--- config.mk ---
export PLATFORM = sky130hd
export DESIGN_NAME = col_mii_gen
export DESIGN_NICKNAME = d
export VERILOG_FILES = /design/src/rtl/col_pkg.sv /design/src/rtl/col_tx_edge.sv /design/src/rtl/col_hb_fsm.sv /design/src/rtl/col_mii_gen.sv
export SDC_FILE = /design/constraint.sdc
export NUM_CORES = 1
export LEC_CHECK = 0
export BUFFER_PORTS_ARGS = -buffer_cell sky130_fd_sc_hd__buf_2
export CAP_MARGIN = 25
export CORE_MARGIN = 2
export CORE_UTILIZATION = 30
export CTS_BUF_LIST = sky130_fd_sc_hd__clkbuf_8
export DETAILED_ROUTE_END_ITERATION = 10
export GPL_ROUTABILITY_DRIVEN = 0
export PLACE_DENSITY_LB_ADDON = 0.15
export SLEW_MARGIN = 0
export SYNTH_ARGS = -nofsm -noshare
export SYNTH_HDL_FRONTEND = slang
export SYNTH_SLANG_ARGS = --single-unit
--- constraint.sdc ---
create_clock -name clk -period 2.01 [get_ports clk]
set_clock_uncertainty 0.15 [all_clocks]
set_input_delay 0.1005 -clock clk [delete_from_list [all_inputs] [get_ports clk]]
set_output_delay 0.1005 -clock clk [all_outputs]
set_load 0.1 [all_outputs]
--- src/rtl/col_pkg.sv ---
package col_pkg;
    typedef enum logic [0:0] {
        HB_IDLE  = 1'b0,
        HB_PULSE = 1'b1
    } hb_state_t;
endpackage

--- src/rtl/col_tx_edge.sv ---
module col_tx_edge (
    input  logic clk,
    input  logic rst_n,
    input  logic tx_act,
    output logic tx_fall
);
    logic tx_d;

    always_ff @(posedge clk) begin
        if (!rst_n) tx_d <= 1'b0;
        else        tx_d <= tx_act;
    end

    assign tx_fall = tx_d & ~tx_act;

    // a fall can only follow a cycle with transmit active
    AST_FALL_AFTER_TX: assert property (@(posedge clk) disable iff (!rst_n)
        tx_act |=> (tx_fall == !tx_act));
endmodule

--- src/rtl/col_hb_fsm.sv ---
module col_hb_fsm
    import col_pkg::*;
#(
    parameter int HB_CYCLES = 25
) (
    input  logic clk,
    input  logic rst_n,
    input  logic tx_fall,
    input  logic hb_allow,
    output logic hb_req
);
    localparam int CW = (HB_CYCLES > 2) ? $clog2(HB_CYCLES) : 1;
    localparam logic [CW-1:0] LAST = CW'(HB_CYCLES - 1);

    hb_state_t st, st_n;
    logic [CW-1:0] cnt, cnt_n;

    // state register
    always_ff @(posedge clk) begin
        if (!rst_n) begin
            st  <= HB_IDLE;
            cnt <= '0;
        end else begin
            st  <= st_n;
            cnt <= cnt_n;
        end
    end

    // next state: start / expire
    always_comb begin
        st_n  = st;
        cnt_n = cnt;
        unique case (st)
            HB_IDLE: begin
                if (tx_fall && hb_allow) begin
                    st_n  = HB_PULSE;
                    cnt_n = CW'(1);
                end
            end
            HB_PULSE: begin
                if (cnt == LAST) begin
                    st_n  = HB_IDLE;
                    cnt_n = '0;
                end else begin
                    cnt_n = cnt + 1'b1;
                end
            end
            default: begin
                st_n  = HB_IDLE;
                cnt_n = '0;
            end
        endcase
    end

    // outputs
    always_comb begin
        hb_req = 1'b0;
        unique case (st)
            HB_IDLE:  hb_req = tx_fall && hb_allow;
            HB_PULSE: hb_req = 1'b1;
            default:  hb_req = 1'b0;
        endcase
    end

    AST_CNT_RANGE: assert property (@(posedge clk) disable iff (!rst_n)
        (st == HB_PULSE) |-> (cnt != '0 && cnt <= LAST));
    AST_HB_START: assert property (@(posedge clk) disable iff (!rst_n)
        (st == HB_IDLE && tx_fall && hb_allow) |=> (st == HB_PULSE && cnt == CW'(1)));
    AST_PULSE_HOLD: assert property (@(posedge clk) disable iff (!rst_n)
        (st == HB_PULSE && cnt != LAST) |=> (st == HB_PULSE));
    AST_IDLE_QUIET: assert property (@(posedge clk) disable iff (!rst_n)
        (st == HB_IDLE && !hb_allow) |=> (st == HB_IDLE));
endmodule

--- src/rtl/col_mii_gen.sv ---
module col_mii_gen #(
    parameter int HB_CYCLES = 25
) (
    input  logic clk,
    input  logic rst_n,
    input  logic tx_act,
    input  logic rx_act,
    input  logic full_dup,
    input  logic spd100,
    input  logic hb_en,
    output logic col
);
    logic tx_fall;
    logic hb_allow;
    logic hb_req;

    assign hb_allow = ~full_dup & ~spd100 & hb_en;

    col_tx_edge u_edge (
        .clk     (clk),
        .rst_n   (rst_n),
        .tx_act  (tx_act),
        .tx_fall (tx_fall)
    );

    col_hb_fsm #(.HB_CYCLES(HB_CYCLES)) u_fsm (
        .clk      (clk),
        .rst_n    (rst_n),
        .tx_fall  (tx_fall),
        .hb_allow (hb_allow),
        .hb_req   (hb_req)
    );

    always_ff @(posedge clk) begin
        if (!rst_n) col <= 1'b0;
        else        col <= ~full_dup & ((tx_act & rx_act) | hb_req);
    end

    AST_OVERLAP: assert property (@(posedge clk) disable iff (!rst_n)
        (!full_dup && tx_act && rx_act) |=> col);
    AST_FD_QUIET: assert property (@(posedge clk) disable iff (!rst_n)
        full_dup |=> !col);
    AST_FAST_NO_HB: assert property (@(posedge clk) disable iff (!rst_n)
        (spd100 && !(tx_act && rx_act) && !hb_req) |=> !col);
    AST_IDLE_LOW: assert property (@(posedge clk) disable iff (!rst_n)
        (!(tx_act && rx_act) && !hb_req) |=> !col);
endmodule

==> results of run 1 <==
==> cells in the mapped netlist, drive strengths merged, types with 2 or more instances <==
library cell / number
nand3: 3
dfxtp: 8
a21oi: 2
nand2b: 3
o21ai: 2
a211oi: 3
ha: 2
nor3: 2
inv: 2
nand2: 6
==> final cells by class <==
cell class | count | share of cell area
timing repair buffer | 9 | 0.106
tap | 15 | 0.0360
inverter | 2 | 0.0144
sequential | 8 | 0.307
multi-input combinational | 34 | 0.458
clock buffer | 3 | 0.0791
==> stage by stage <==
stage	hold slack (ns)	power, µW	utilization	worst slack, ns
6_report	0.0103	380	0.401	0.438
5_1_grt	0.0243	395	0.401	0.371
4_1_cts	0.00774	389	0.401	0.425
3_5_place_dp	0.224	190	0.354	0.534
3_3_place_gp	0.214	190	0.354	0.530
2_1_floorplan	0.0867	181	-	0.599
==> report_power, final <==
part | leakage, µW | internal (µW) | switching (µW)
clock network | 0.0000216 | 130 | 60.8
logic | 0.000135 | 11.9 | 13.8
registers | 0.0000648 | 162 | 2.35
total | 0.000221 | 303 | 77.0
==> flip-flops by register name, indices dropped and copies added (netlist names) <==
name         count
col              1
u_fsm.st         1
u_fsm.cnt        5
u_edge.tx_d      1
==> logic make-up after synthesis <==
logic type      after synthesis  share of synthesized area
simple gates                 21                      0.321
compound gates               11                      0.192
flops                         8                      0.384
buf+inv                       4                     0.0420
fa+ha+maj                     2                     0.0601
==> final timing paths <==
check | cells past startpoint | endpoint
min | 3 | col
min reg2reg | 2 | u_fsm.cnt[1]
max | 5 | u_fsm.cnt[4]
max reg2reg | 5 | u_fsm.cnt[4]
==> routing by layer <==
metal  wire length (µm)  part of all wire  up-vias  track usage
met5                  0                 0        -            0
met4                  4            0.0052        0        0.121
met3                 22             0.028        2       0.0489
met2                344              0.45        5        0.168
met1                400              0.52      154        0.131
li1                   -                 -      188            -
==> placed cells by master (no fill, tap or decap), types with 2 or more instances in the layout <==
master         count
a211oi_1           3
a21oi_1            2
buf_2              7
clkbuf_8           3
dfxtp_1            8
dlygate4sd3_1      2
ha_1               2
inv_1              2
nand2_1            6
nand2b_1           3
nand3_1            3
nor3_1             2
o21ai_0            2
==> worst max-delay path, delay by kind of cell <==
| family | cells | cell delay [ns] |
|---|---|---|
| buf+inv | 2 | 0.67 |
| simple gates | 2 | 0.63 |
| compound gates | 1 | 0.12 |
==> flow_summary.ini, run 1 <==
[run_status]
status = finished clean

[yosys]
postSynthAreaPerCell_um2 = 9.06
synth_edf_count = 0
syn-num-nets = 55
synth-seq-area-share = 0.384
synth_area_leaders = dfxtp_1 (38%), ha_1 (6.0%), nor4b_4 (5.7%)
synth_area_leader_cell = dfxtp_1
synth_top_cell_area_share = 0.384
yosys_register_bits = 8
async_flop_share = 0
synth_ff_type = dfxtp_1
yosys_warnings = 0
syn-cell-area_um2 = 417
synth_cells = 46
ys_types = 23

[clock_tree]
cts_root_buf = clkbuf_8
insertion_delay_ns = 0.23
cts_buffers = 3
cts_tree = done
clk_pin_slew_ns = 0.04
cts_setup_buffers = 0
holdBufCountCts = 2
cts_max_level = 1
cts_sinks = 8
cts_resized = 0
clk_path_buf_depth = 2

[sta]
fmax_mhz = 636
slew_violations = 0
fin_crit_ns = 1.57
setup_viol = 0
rsz0062_at_grt = no
hold_viol = 0
setup_tns_ns = 0
period_share = 0.782
slew_headroom = 0.680
worstMarginPinSlew_ns = 0.483

[min_path]
hp-class = input pin to register
hold_start = full_dup

[detailed_routing]
ant_nets = 0
routedWlPerCell_um = 10.9
drc = 0
vias = 349
routed_wirelength_um = 772
drtPass1Iterations = 4
drt_iter0_drc = 5
via_per_inst = 4.92

[placed_design]
place_area_um2 = 460
placedCellCount = 66
place_hpwl_um = 568
port_buffers = 7

[worst_setup_path]
path_cells = dlygate4sd3_1 > buf_2 > nor4b_4 > a211oi_1 > or3_1
path_max_fanout = 4
rrSetupSlack_ns = 0.53
critPathMaxStageDelay_ns = 0.53
worst-setup-path-type = input pin to register
reg2reg_from = u_fsm.cnt[0]
arrival_ns = 1.53
slowest_stage = dlygate4sd3_1
crit_required_ns = 1.97
cp-end-kind = register
startpoint = tx_act
cp-start-kind = input pin

[floorplanning]
num_io_pins = 8
die_area_mm2 = 0.00170
core-area_mm2 = 0.00130
die_y_um = 41.3
dieWidth_um = 41.3
start_util = 0.320
rows = 13

[global_route]
overflow = 0
grt_pass1_wl_um = 1200
grt_max_degree = 11
grt_usage = 0.120
grt_pass1_vias = 310
antenna_found_initial = 0

[layout]
diodes = 0
fin_area_um2 = 522
multiInputGateArea_um2 = 239
area_growth_pct = 25.2
nFillCells = 141
seqCellArea_um2 = 160
stdcell_count = 71
drive_gt1_frac = 0.250
final_nets = 67

[pwr]
powerDensity_mw_per_mm2 = 729
vdd_ir_drop_max_mv = 0.400
p_leak_uw = 0.000221

[flow_run]
maxCapViolations = 0
No activity file was read; power rests on OpenSTA's default activity.
==> run 2: changes to the inputs <==
- clock period: 2.01 -> 1.4 ns (I/O delays scaled with it)
==> flow_summary.ini, run 2 (synthesis gave the netlist of run 1 again) <==
[clock_tree]
clk_path_buf_depth = 2
insertion_delay_ns = 0.23
clk_pin_slew_ns = 0.04
cts_sinks = 8
cts_max_level = 1
cts_buffers = 3
cts_tree = done
cts_root_buf = clkbuf_8

[layout]
final_common_cell = buf_2
regMostFlops = u_fsm.cnt
layout_common_cells = buf_2 (7), nand2_1 (6), dfxtp_1 (6), buf_4 (6)
drive_gt1_frac = 0.444
nFillCells = 140
diodes = 0
fin_area_um2 = 602
seqCellArea_um2 = 163
final_nets = 74
area_growth_pct = 44.4
largest_register_ffs = 5
stdcell_count = 78
multiInputGateArea_um2 = 262

[sta]
setup_tns_ns = -0.0520
rsz0062_at_grt = yes
setup_viol = 2
period_share = 1.03
worstMarginPinSlew_ns = 0.484
slew_headroom = 0.679
hold_viol = 0
fin_ws_ns = -0.0482
slew_violations = 0
fmax_mhz = 691
fin_crit_ns = 1.45

[run_status]
status = finished, violations left
violations = negative setup slack

[global_route]
overflow = 0
grt_max_degree = 11
grt_pass1_vias = 307
grt_usage = 0.126
antenna_found_initial = 0
grt_pass1_wl_um = 1240

[placed_design]
place_hpwl_um = 579
placedCellCount = 70
port_buffers = 7
place_area_um2 = 492

[pwr]
power_uw = 546
powerDensity_mw_per_mm2 = 908
vdd_ir_drop_max_mv = 0.510
p_leak_uw = 0.000261

[worst_setup_path]
critPathMaxStageDelay_ns = 0.37
cp-start-kind = register
worst-path-buf-inv = 1
path_cells = inv_2 > ha_4 > and4b_2 > nor4bb_1 > or3_1
r2r-end = u_fsm.cnt[4]
path_max_fanout = 4
cp-end-kind = register
crit_required_ns = 1.35
startpoint = u_fsm.cnt[1]
cp_top_family = simple AND/OR/NAND/NOR gates
slowest_stage = or3_1
arrival_ns = 1.40
endpoint = u_fsm.cnt[4]
rrSetupSlack_ns = -0.05
worst-r2r-cell-count = 5
path_depth = 5
worst-setup-path-type = register to register
reg2reg_from = u_fsm.cnt[1]

[detailed_routing]
routed_wirelength_um = 826
drtPass1Iterations = 4
drt_iter0_drc = 5
routedWlPerCell_um = 10.6
via_per_inst = 4.85
vias = 378
ant_nets = 0
drc = 0

[floorplanning]
die_y_um = 41.3
die_area_mm2 = 0.00170
dieWidth_um = 41.3
core-area_mm2 = 0.00130
rows = 13
start_util = 0.320
num_io_pins = 8

[flow_run]
maxCapViolations = 0

[min_path]
hp-class = input pin to register
==> run 2: cell types whose count changed in the layout (fill, tap and decap cells not counted), moves of 2 or more <==
cell,previous run,this run
dfxtp_1,8,6
buf_4,0,6
dfxtp_2,0,2
inv_2,0,2
inv_1,2,0
==> run 2: what timing repair did <==
item                                   4_1_cts  5_1_grt
endpoints found under the hold margin        2        0
buffers inserted                             0        2
setup endpoints to repair                    3        4
gates resized for setup                      1        8
hold buffers                                 3        0
pin swaps                                    3        4
==> run 2: routing by layer <==
layer	up-vias	global-route usage	wire length [µm]
li1	204	-	-
met1	165	0.153	356
met2	7	0.164	412
met3	2	0.0815	43
met4	0	0.0726	13
met5	-	0	0
==> run 2: area by class of cell <==
cell class / count / share of cell area
multi-input cells: 34 / 0.435
flip-flops and latches: 8 / 0.270
repair buffers: 16 / 0.183
clock buffers: 3 / 0.0686
well taps: 15 / 0.0312
inverters: 2 / 0.0125
==> run 2: worst min-delay path by stage <==
stage / endpoint / from / cells past startpoint
3_3_place_gp: col / rx_act / 3
4_1_cts: u_fsm.cnt[0] / rst_n / 2
5_1_grt: u_fsm.cnt[0] / rst_n / 2
3_5_place_dp: col / rx_act / 3
6_report: u_fsm.cnt[0] / rst_n / 2
2_1_floorplan: u_edge.tx_d / tx_act / 1
==> run 2: power by group <==
group / internal [µW] / leakage (µW) / switching, µW
Combinational: 20.2 / 0.000174 / 21.1
Clock: 186 / 0.0000216 / 83.6
Sequential: 233 / 0.0000658 / 3.11
Total: 439 / 0.000261 / 108
==> run 2: through the flow <==
step	worst slack (ns)	util	hold WS (ns)
after floorplan	-0.00113	-	0.0562
after global placement	-0.0350	0.378	0.182
after detailed placement	-0.0632	0.378	0.180
after CTS	-0.0454	0.434	0.00177
after global routing	-0.0962	0.463	0.0238
final	-0.0482	0.463	0.00448
